$ cat config.mk
export PLATFORM = sky130hd
export DESIGN_NAME = cdda_addr_seq
export DESIGN_NICKNAME = d
export VERILOG_FILES = /design/src/rtl/cas_pkg.sv /design/src/rtl/cas_addr_decode.sv /design/src/rtl/cas_frame_stepper.sv /design/src/rtl/cas_seq_core.sv /design/src/rtl/cdda_addr_seq.sv
export SDC_FILE = /design/constraint.sdc
export NUM_CORES = 1
export LEC_CHECK = 0
export BUFFER_PORTS_ARGS = -buffer_cell sky130_fd_sc_hd__buf_2
export CORE_ASPECT_RATIO = 0.5
export CORE_MARGIN = 10
export CORE_UTILIZATION = 48
export DETAILED_ROUTE_END_ITERATION = 16
export PLACE_DENSITY = 0.69
export SLEW_MARGIN = 20
export SYNTH_ARGS = -nofsm -noshare
export SYNTH_HDL_FRONTEND = slang
export SYNTH_SLANG_ARGS = --single-unit
$ cat constraint.sdc
create_clock -name clk -period 7 [get_ports clk]
set_input_delay 1.4 -clock clk [delete_from_list [all_inputs] [get_ports clk]]
set_output_delay 1.4 -clock clk [all_outputs]
set_load 0.01 [all_outputs]
$ cat src/rtl/cas_pkg.sv
// Shared types for the audio playback address sequencer.
// Assumes 24-bit frame addresses unless a user overrides the module parameters.
package cas_pkg;

    // Playback state as seen on the play_state output.
    typedef enum logic [1:0] {
        PS_NOINFO     = 2'd0,
        PS_PLAYING    = 2'd1,
        PS_PAUSED     = 2'd2,
        PS_TERMINATED = 2'd3
    } play_state_e;

    // Drive status nibble values.
    localparam logic [3:0] DRV_PAUSE   = 4'h1;
    localparam logic [3:0] DRV_STANDBY = 4'h2;
    localparam logic [3:0] DRV_PLAY    = 4'h3;

    // Command parameter type codes.
    localparam logic [2:0] PT_LINEAR = 3'd1;
    localparam logic [2:0] PT_MSF    = 3'd2;
    localparam logic [2:0] PT_HOME   = 3'd3;
    localparam logic [2:0] PT_PAUSE  = 3'd4;
    localparam logic [2:0] PT_RESUME = 3'd7;

endpackage

$ cat src/rtl/cas_addr_decode.sv
// Converts one command address field to a linear frame number.
// Linear mode passes the field through. Time mode splits it into three
// equal fields (minute, second, frame, from the top down) and weights them.
// Assumes ADDR_W is a multiple of three. Purely combinational.
module cas_addr_decode #(
    parameter int ADDR_W         = 24,
    parameter int SEC_PER_MIN    = 60,
    parameter int FRAMES_PER_SEC = 75
) (
    input  logic [ADDR_W-1:0] raw,
    input  logic              time_mode,
    output logic [ADDR_W-1:0] frame
);
    localparam int FIELD_W = ADDR_W / 3;
    localparam logic [ADDR_W-1:0] W_MIN = ADDR_W'(SEC_PER_MIN * FRAMES_PER_SEC);
    localparam logic [ADDR_W-1:0] W_SEC = ADDR_W'(FRAMES_PER_SEC);

    logic [ADDR_W-1:0] mins, secs, frms;

    // Split the raw field into zero-extended minute, second and frame parts.
    always_comb begin
        mins = '0;
        secs = '0;
        frms = '0;
        mins[FIELD_W-1:0] = raw[3*FIELD_W-1:2*FIELD_W];
        secs[FIELD_W-1:0] = raw[2*FIELD_W-1:FIELD_W];
        frms[FIELD_W-1:0] = raw[FIELD_W-1:0];
    end

    // Select between the linear value and the weighted time sum.
    always_comb begin
        if (time_mode)
            frame = mins * W_MIN + secs * W_SEC + frms;
        else
            frame = raw;
    end
endmodule

$ cat src/rtl/cas_frame_stepper.sv
// Works out the result of one sector strobe during playback: the next
// address, the next repeat count and whether playback ends. A failed read
// steps back one frame. A step that reaches the end frame either rewinds
// or terminates. The all-ones repeat code loops forever.
// Combinational; the caller applies the result only while playing.
module cas_frame_stepper #(
    parameter int ADDR_W = 24,
    parameter int REP_W  = 4
) (
    input  logic [ADDR_W-1:0] cur,
    input  logic [ADDR_W-1:0] start_fr,
    input  logic [ADDR_W-1:0] end_fr,
    input  logic [REP_W-1:0]  rep,
    input  logic              fail,
    output logic [ADDR_W-1:0] next_cur,
    output logic [REP_W-1:0]  next_rep,
    output logic              stop
);
    localparam logic [ADDR_W-1:0] ONE     = ADDR_W'(1);
    localparam logic [REP_W-1:0]  FOREVER = '1;
    localparam logic [REP_W-1:0]  REP_ONE = REP_W'(1);

    logic [ADDR_W-1:0] adv;
    logic              at_end;

    // Candidate forward address and end-of-range test.
    always_comb begin
        adv    = cur + ONE;
        at_end = (adv >= end_fr);
    end

    // Pick backstep, stop, rewind or plain advance.
    always_comb begin
        next_rep = rep;
        stop     = 1'b0;
        if (fail) begin
            next_cur = cur - ONE;
            stop     = 1'b1;
        end else if (at_end && rep == '0) begin
            next_cur = adv;
            stop     = 1'b1;
        end else if (at_end) begin
            next_cur = start_fr;
            if (rep != FOREVER)
                next_rep = rep - REP_ONE;
        end else begin
            next_cur = adv;
        end
    end
endmodule

$ cat src/rtl/cas_seq_core.sv
// State holder of the sequencer: current, start and end frames, the repeat
// count, the playback state and the drive status. It applies commands
// (play before seek), then the sector strobe when no command is present.
// Assumes decoded addresses arrive already converted for the command type.
module cas_seq_core
    import cas_pkg::*;
#(
    parameter int ADDR_W    = 24,
    parameter int REP_W     = 4,
    parameter int HOME_ADDR = 150
) (
    input  logic              clk,
    input  logic              rst_n,
    input  logic              play_req,
    input  logic              seek_req,
    input  logic [2:0]        param_type,
    input  logic [ADDR_W-1:0] dec_a,
    input  logic [ADDR_W-1:0] dec_b,
    input  logic [REP_W-1:0]  repeat_in,
    input  logic [ADDR_W-1:0] disc_last,
    input  logic              sector_tick,
    input  logic              read_fail,
    output logic [ADDR_W-1:0] cur_addr,
    output logic [1:0]        play_state,
    output logic [3:0]        drive_status
);
    localparam logic [ADDR_W-1:0] HOME    = ADDR_W'(HOME_ADDR);
    localparam logic [ADDR_W-1:0] ONE     = ADDR_W'(1);
    localparam logic [REP_W-1:0]  FOREVER = '1;

    logic [ADDR_W-1:0] cur_q, start_q, end_q;
    logic [REP_W-1:0]  rep_q;
    play_state_e       state_q;
    logic [3:0]        drive_q;

    logic [ADDR_W-1:0] end_sel;
    logic [ADDR_W-1:0] step_cur;
    logic [REP_W-1:0]  step_rep;
    logic              step_stop;

    // A zero end field means the range runs to the last frame on the disc.
    always_comb end_sel = (dec_b == '0) ? disc_last : dec_b;

    cas_frame_stepper #(.ADDR_W(ADDR_W), .REP_W(REP_W)) u_step (
        .cur      (cur_q),
        .start_fr (start_q),
        .end_fr   (end_q),
        .rep      (rep_q),
        .fail     (read_fail),
        .next_cur (step_cur),
        .next_rep (step_rep),
        .stop     (step_stop)
    );

    // Command and strobe sequencing with synchronous active-low reset.
    always_ff @(posedge clk) begin
        if (!rst_n) begin
            cur_q   <= '0;
            start_q <= '0;
            end_q   <= '0;
            rep_q   <= '0;
            state_q <= PS_NOINFO;
            drive_q <= DRV_STANDBY;
        end else if (play_req) begin
            case (param_type)
                PT_LINEAR, PT_MSF: begin
                    start_q <= dec_a;
                    cur_q   <= dec_a;
                    end_q   <= end_sel;
                    rep_q   <= repeat_in;
                    state_q <= PS_PLAYING;
                    drive_q <= DRV_PLAY;
                end
                PT_RESUME: begin
                    if (state_q == PS_PAUSED) begin
                        if (cur_q > end_q) begin
                            state_q <= PS_TERMINATED;
                            drive_q <= DRV_STANDBY;
                        end else begin
                            state_q <= PS_PLAYING;
                            drive_q <= DRV_PLAY;
                        end
                    end
                end
                default: ;
            endcase
        end else if (seek_req) begin
            case (param_type)
                PT_LINEAR, PT_MSF: begin
                    start_q <= dec_a;
                    cur_q   <= dec_a;
                    drive_q <= DRV_PAUSE;
                    if (state_q == PS_PLAYING)
                        state_q <= PS_PAUSED;
                end
                PT_HOME: begin
                    start_q <= HOME;
                    cur_q   <= HOME;
                    state_q <= PS_NOINFO;
                    drive_q <= DRV_STANDBY;
                end
                PT_PAUSE: begin
                    drive_q <= DRV_PAUSE;
                    if (state_q == PS_PLAYING)
                        state_q <= PS_PAUSED;
                end
                default: ;
            endcase
        end else if (sector_tick && state_q == PS_PLAYING) begin
            cur_q <= step_cur;
            rep_q <= step_rep;
            if (step_stop) begin
                state_q <= PS_TERMINATED;
                drive_q <= DRV_PAUSE;
            end
        end
    end

    assign cur_addr     = cur_q;
    assign play_state   = state_q;
    assign drive_status = drive_q;

    // a plain strobe inside the range advances by one.
    a_r5_advance: assert property (@(posedge clk) disable iff (!rst_n)
        (state_q == PS_PLAYING && sector_tick && !read_fail && !play_req &&
         !seek_req && (cur_q + ONE) < end_q)
        |=> (cur_q == $past(cur_q) + ONE && state_q == PS_PLAYING));

    // strobes outside playback leave the address alone.
    a_r5_idle_hold: assert property (@(posedge clk) disable iff (!rst_n)
        (state_q != PS_PLAYING && sector_tick && !play_req && !seek_req)
        |=> $stable(cur_q));

    // a failed read backs up one frame and terminates.
    a_r8_backstep: assert property (@(posedge clk) disable iff (!rst_n)
        (state_q == PS_PLAYING && sector_tick && read_fail && !play_req && !seek_req)
        |=> (cur_q == $past(cur_q) - ONE && state_q == PS_TERMINATED));

    // the loop-forever code survives every strobe.
    a_r7_forever: assert property (@(posedge clk) disable iff (!rst_n)
        (state_q == PS_PLAYING && rep_q == FOREVER && !play_req)
        |=> (rep_q == FOREVER));

    // the home seek lands on the home frame with no info.
    a_r10_home: assert property (@(posedge clk) disable iff (!rst_n)
        (seek_req && !play_req && param_type == PT_HOME)
        |=> (cur_q == HOME && state_q == PS_NOINFO));

    // the drive reports play exactly while the sequencer is playing.
    a_r12_drive_match: assert property (@(posedge clk) disable iff (!rst_n)
        ((state_q == PS_PLAYING) == (drive_q == DRV_PLAY)));
endmodule

$ cat src/rtl/cdda_addr_seq.sv
// Top of the audio playback address sequencer. It decodes the two command
// address fields (linear or minute/second/frame) and feeds them to the
// sequencing core. Assumes play_req and seek_req are one-cycle strobes.
module cdda_addr_seq
    import cas_pkg::*;
#(
    parameter int ADDR_W         = 24,
    parameter int REP_W          = 4,
    parameter int HOME_ADDR      = 150,
    parameter int SEC_PER_MIN    = 60,
    parameter int FRAMES_PER_SEC = 75
) (
    input  logic              clk,
    input  logic              rst_n,
    input  logic              play_req,
    input  logic              seek_req,
    input  logic [2:0]        param_type,
    input  logic [ADDR_W-1:0] addr_a,
    input  logic [ADDR_W-1:0] addr_b,
    input  logic [REP_W-1:0]  repeat_in,
    input  logic [ADDR_W-1:0] disc_last,
    input  logic              sector_tick,
    input  logic              read_fail,
    output logic [ADDR_W-1:0] cur_addr,
    output logic [1:0]        play_state,
    output logic [3:0]        drive_status
);
    localparam int N_FIELDS = 2;

    logic [ADDR_W-1:0] raw_f [N_FIELDS];
    logic [ADDR_W-1:0] dec_f [N_FIELDS];
    logic              time_mode;

    // Time-code conversion applies only to the minute/second/frame type.
    always_comb time_mode = (param_type == PT_MSF);

    assign raw_f[0] = addr_a;
    assign raw_f[1] = addr_b;

    for (genvar i = 0; i < N_FIELDS; i++) begin : g_dec
        cas_addr_decode #(
            .ADDR_W         (ADDR_W),
            .SEC_PER_MIN    (SEC_PER_MIN),
            .FRAMES_PER_SEC (FRAMES_PER_SEC)
        ) u_dec (
            .raw       (raw_f[i]),
            .time_mode (time_mode),
            .frame     (dec_f[i])
        );
    end

    cas_seq_core #(
        .ADDR_W    (ADDR_W),
        .REP_W     (REP_W),
        .HOME_ADDR (HOME_ADDR)
    ) u_core (
        .clk          (clk),
        .rst_n        (rst_n),
        .play_req     (play_req),
        .seek_req     (seek_req),
        .param_type   (param_type),
        .dec_a        (dec_f[0]),
        .dec_b        (dec_f[1]),
        .repeat_in    (repeat_in),
        .disc_last    (disc_last),
        .sector_tick  (sector_tick),
        .read_fail    (read_fail),
        .cur_addr     (cur_addr),
        .play_state   (play_state),
        .drive_status (drive_status)
    );
endmodule

---- Yosys cells after proc, flatten, opt, wreduce, memory -nomap -nowiden ----
Index checks and enable logic that the tools add are counted.
word-level totals
  flip-flop bits (word level) ............. 82
  output and inout bits ................... 30
  logic and storage cells ................. 95
  bits of input ports ..................... 85
operators by class
  $lt $le $gt $ge ......................... 2
  $mul .................................... 4
  $add $sub $neg .......................... 7
  equal/unequal tests ..................... 17
  multiplexer cells ....................... 40
  reductions and logical operators ........ 19
operator list
  cell                   number
  $mux 24                12
  $mux 4                 13
  $add 24x24->24         2
  $add 24x8->24          2
  $pmux 24 s2            1
  $mul 8x11->19 const B  2
  $mul 8x7->15 const B   2
  $add 24x1->24 const B  1
  $ge 24x24->1           1
  $gt 24x24->1           1
  $logic_not 24->1       1
  $sub 24x1->24 const B  1
  $pmux 4 s2             2
  $mux 2                 7
  $reduce_bool 2->1      5
  $ne 4x3->1 const B     2
  $pmux 2 s2             2
  $reduce_and 7->1       1
  $eq 3x2->1 const B     2
  $eq 3x3->1 const B     2
  $ne 2x2->1 const B     3
  $ne 3x1->1 const B     2
  $reduce_and 3->1       2
  $reduce_and 6->1       1
  other kinds (15)       19

---- Logic depth before layout (Yosys ltp) ----
  depth after elaboration ................. 9
  gate-level depth with buffers ........... 28

---- By module ----
Synthesis repeated with hierarchy kept, for this count alone.
unflattened totals
  cells, all modules ...................... 1,564
  area total of the unflattened synthesis .. 12,662.1 µm²
by module, submodules not included
  module                            cells each  sequential area each (µm²)  instances  area an instance (µm²)
  cas_seq_core                      503         1,601.5                     1          4,012.6
  cas_addr_decode (g_dec[1].u_dec)  373         0.0                         1          3,275.6
  cas_addr_decode (g_dec[0].u_dec)  372         0.0                         1          3,200.6
  cas_frame_stepper                 315         0.0                         1          2,160.8
  cdda_addr_seq                     1           0.0                         1          12.5

---- Worst setup path after synthesis ----
No wires, ideal clock.
  path kind ............................... input to register
  from .................................... input addr_b[12]
  to ...................................... register u_core.end_q[3]
  stages .................................. 28
  data required time ...................... 6,941 ps
  slack ................................... -28 ps
  setup time .............................. 59 ps
  data arrival time ....................... 6,968 ps
  cell sequence ........................... ha_1 ha_1 inv_1 fa_1 inv_1 fa_1 ha_1 o21ai_0 a21boi_0 o21a_1 o21ai_0 nand2b_1 a21oi_1 xnor2_1 ha_1 ha_1 clkbuf_1 or2_2 a21oi_1 nor2_1 a31oi_1 xor2_1 o21ai_0 nor4b_2 nand3_1 nor3_4 buf_6 a22o_1
between the ends
  cells in the longest elaborated chain, start to end .. 6
RTL lines
  item                  line                   source
  from (decl)           cdda_addr_seq.sv:19    input logic [ADDR_W-1:0] addr_b,
  $mul 8x7->15          cas_addr_decode.sv:33  frame = mins * W_MIN + secs * W_SEC + frms;
  $add 24x24->24        cas_addr_decode.sv:33
  $add 24x8->24         cas_addr_decode.sv:33
  $mux 24 (*)           cas_addr_decode.sv:32  if (time_mode)
  $logic_not 24->1 (*)  cas_seq_core.sv:42     always_comb end_sel = (dec_b == '0) ? disc_last : dec_b;
  $mux 24 (*)           cas_seq_core.sv:42
  to (signal assigned)  cas_seq_core.sv:69     end_q <= end_sel;
  to (decl)             cas_seq_core.sv:31     logic [ADDR_W-1:0] cur_q, start_q, end_q;
Mark *: on every way between the ends. The rest lies on a longest branch, timed or not.
A chain may end at the register's enable or synchronous reset.

---- Worst setup path after layout ----
  from .................................... input addr_b[13]
  to ...................................... register u_core.end_q[7]
between the ends
  cells in the longest elaborated chain, start to end .. 6
RTL lines
  item              line
  $mul 8x7->15      cas_addr_decode.sv:33
  $add 24x24->24    cas_addr_decode.sv:33
  $add 24x8->24     cas_addr_decode.sv:33
  $mux 24 (*)       cas_addr_decode.sv:32
  $logic_not 24->1  cas_seq_core.sv:42
  $mux 24 (*)       cas_seq_core.sv:42
Marks and branches as above.

==> impl_metrics.env <==
export IMPL_cell_area_after_placement_um2=14430
export IMPL_finalClockSkew_ns=0.01186
export IMPL_cts_root_to_sink_buffers=2
export IMPL_rows=42
export IMPL_final_design_area_no_fill_um2=14900
export IMPL_post_synth_most_frequent_cells="ha_1, inv_1, nand2_1"
export IMPL_cts_sink_count=80
export IMPL_setup_viol_count_final=0
export IMPL_via_count_of_the_first_global_routing_pass=11599
export IMPL_postRouteAntennaNets=0
export IMPL_synth_enable_flop_cells=0
export IMPL_worst_slew_pin_transition_ns=1.012
export IMPL_avgRoutedWirePerCell_um=17.38
export IMPL_post_dp_hpwl_um=29720
export IMPL_async_s_r_ff_share_synth_pct=0
export IMPL_clock_slew_at_reported_path_ffs_ns=0.07
export IMPL_run_status="completed"
export IMPL_final_period_minus_worst_setup_slack_ns=6.765
export IMPL_ys_seq_elements=80
export IMPL_criticalPathCategory="primary input to flop"
export IMPL_p_comb_share_pct=78.9
export IMPL_timing_max_cap_violations=0
export IMPL_crit_arrival_ns=7.04
export IMPL_critical_path_sink_type="flop"
export IMPL_maxSlewHeadroom_pct=32.46
export IMPL_timing_critical_path_max_delay_family="adder cells"
export IMPL_grt_antenna_before_repair=1
export IMPL_timing_critical_path_buf_inv=5
export IMPL_switching_share_pct=46.93
export IMPL_global_route_overflow_total=0
export IMPL_design_die_area_um2=34530
export IMPL_grt_util_all_layers_pct=21.11
export IMPL_insertedDiodeCount=0
export IMPL_layout_nets=2190
export IMPL_synth_distinct_cells=78
export IMPL_synthDominantAreaCellType="ha_1"
export IMPL_clock_insertion_delay_worst_skew_ns=0.35
export IMPL_io_buffer_count=112
export IMPL_cts_root_buf="clkbuf_16"
export IMPL_cpMaxStageDelayCell="fa_1"
export IMPL_crit_top_cell="ha_1"
export IMPL_initial_core_util_pct=49.00
export IMPL_register_area_um2=1602
export IMPL_area_growth_syn_to_layout_pct=14.38
export IMPL_timing_reg2reg_setup_slack_ns=1.48
export IMPL_via_per_inst=5.730
export IMPL_detailed_route_iter0_violations=847
export IMPL_fp_coreArea_um2=26590
export IMPL_power_mw=4.927
export IMPL_synth_sequential_area_ratio_pct=12.29
export IMPL_ys_dominant_reg_cell="dfxtp_1"
export IMPL_wl_um=37450
export IMPL_power_report_internal_total_mw=2.615
export IMPL_timing_final_max_slew_violations=0
export IMPL_synth_area_per_inst_um2=7.863
export IMPL_layout_drive_gt1_share_pct=15.36
export IMPL_pin_count_of_the_biggest_net_entering_global_routing=51
export IMPL_ctsHtreeMaxLevel=3
export IMPL_timing_final_hold_violations=0
export IMPL_dr_pass1_iters=5
export IMPL_critical_path_peak_fanout=4
export IMPL_worst_ep_required_time_ns=7.28
export IMPL_clkPwrFrac_pct=10.1
export IMPL_synth_area_top_cells="ha_1, dfxtp_1, fa_1, inv_1, o21ai_0"
export IMPL_layout_filler_cells=2555
export IMPL_yosysWarnings=0
export IMPL_fmax_mhz=147.8
export IMPL_die_width_um=253.0
export IMPL_vias=12348
export IMPL_vdd_ir_drop_worst_mv=0.2766
export IMPL_multi_input_comb_area_um2=10670
export IMPL_leakagePower_nw=7.252
export IMPL_yosys_top_cell_area_share_pct=24.68
export IMPL_first_pass_grt_wire_length_um=59640
export IMPL_hp_class="flop to flop"
export IMPL_power_per_cell_area_nw_per_um2=330.6
export IMPL_io_pins=115
export IMPL_tritoncts_num_buffers=9
export IMPL_seqPwrFrac_pct=11.0
export IMPL_syn_inst=1657
export IMPL_drc_errors=0
export IMPL_share_of_the_clock_period_used_by_the_worst_path_pct=96.64
export IMPL_total_switching_power_mw=2.312
export IMPL_post_synth_top_count_cell="ha_1"
export IMPL_die_height_um=136.5
export IMPL_syn_area_um2=13030
export IMPL_max_stage_delay_ns=0.53
export IMPL_cts_tree="built"
export IMPL_final_replace_weighted_congestion=0.9163
export IMPL_crit_path_start_kind="primary input"
==> worst reg2reg max path: cells and delay by family (launching register included) <==
| family | cells | cell delay, ns |
|---|---|---|
| XOR/XNOR | 1 | 0.29 |
| multiplexers | 1 | 0.38 |
| AND/OR/NAND/NOR | 6 | 1.65 |
| adder cells (fa/ha/maj) | 1 | 0.30 |
| AO/OA/AOI/OAI | 6 | 1.75 |
| buffers and inverters | 1 | 0.41 |
| flip-flops | 1 | 0.62 |
==> registers in the layout, indices dropped and copies added (netlist names) <==
name,cells
u_core.play_state,2
u_core.drive_status,2
u_core.end_q,24
u_core.start_q,24
u_core.cur_addr,24
u_core.rep_q,4
==> power by group through the flow <==
stage / Combinational [mW] / Sequential (mW) / Clock [mW]
6_report: 3.89 / 0.543 / 0.496
5_1_grt: 4.37 / 0.547 / 0.519
4_1_cts: 3.66 / 0.540 / 0.497
3_5_place_dp: 3.62 / 0.550 / 0
3_3_place_gp: 3.60 / 0.550 / 0
2_1_floorplan: 2.58 / 0.527 / 0
==> per-stage QoR <==
stage / setup TNS, ns / instances / setup slack [ns] / hold WS, ns / utilization (%)
after global placement: -4.276 / 2137 / -0.2705 / 0.4465 / 54.27
after floorplan: 0 / 1658 / 0.04371 / 0.4357 / -
final: 0 / 2155 / 0.2351 / 0.4633 / 56.04
after global routing: -1.297 / 2155 / -0.1185 / 0.4790 / 56.04
after CTS: 0 / 2153 / 0.03781 / 0.4595 / 55.41
after detailed placement: -5.048 / 2137 / -0.2977 / 0.4502 / 54.27
==> layer usage <==
layer  global-route usage (%)  part of all wire, %  wire length, um  up-vias
met5                        0                0.029               11        -
met1                    28.52                   47            17580     5787
li1                         -                    -                -     6188
met4                    4.589                  1.2              459        2
met3                    3.445                  5.9             2207       38
met2                    34.83                   46            17200      333
==> timing repair <==
action,4_1_cts,5_1_grt
endpoints found under the setup margin,0,25
hold buffers,0,0
buffers inserted,0,2
endpoints found under the hold margin,0,0
resized for setup,0,38
==> cell families (layout without fill, tap and decap cells) <==
kind of cell / Yosys count / in the layout / synth area share [%]
AOI/OAI and AO/OA: 419 / 419 / 20.94
buffers and inverters: 241 / 386 / 7.164
muxes: 32 / 32 / 2.516
xor gates and xnor gates: 107 / 107 / 7.193
other: 1 / 2 / 0.02878
DFF: 80 / 80 / 12.29
adders and majority gates: 307 / 307 / 32.36
and+or+nand+nor: 470 / 470 / 17.50
==> final timing paths <==
| check | startpoint | end | cells past startpoint |
|---|---|---|---|
| max | addr_b[13] | u_core.end_q[7] | 26 |
| min | u_core.start_q[12] | u_core.start_q[12] | 2 |
| min reg2reg | u_core.start_q[12] | u_core.start_q[12] | 2 |
| max reg2reg | u_core.cur_addr[2] | u_core.cur_addr[20] | 16 |
==> placed cells by master (no fill, tap or decap), drive strengths merged, types with 12 or more instances in the layout <==
cell type  synthesis  routed
ha               257     257
nor2             124     124
a22o              12      12
a21oi             98      98
xnor2             64      64
a31oi             19      19
buf               12     203
fa                50      50
a21o              22      22
xor2              43      43
a211oi            25      25
nand4             15      15
o21a              14      14
o21ai            121     121
o211ai            18      18
nand3             45      45
o2111ai           13      13
dfxtp             80      80
nand2            133     133
mux2i             26      26
inv              167     168
nor3              49      49
==> final cells by class <==
class / instances / area share, %
Multi-Input combinational cell: 1337 / 71.60
Clock buffer: 9 / 1.511
Clock inverter: 7 / 0.5290
Tap cell: 352 / 2.955
Sequential cell: 80 / 10.75
Inverter: 167 / 4.207
Timing Repair Buffer: 203 / 8.455
Power figures use the tool's default switching activity.
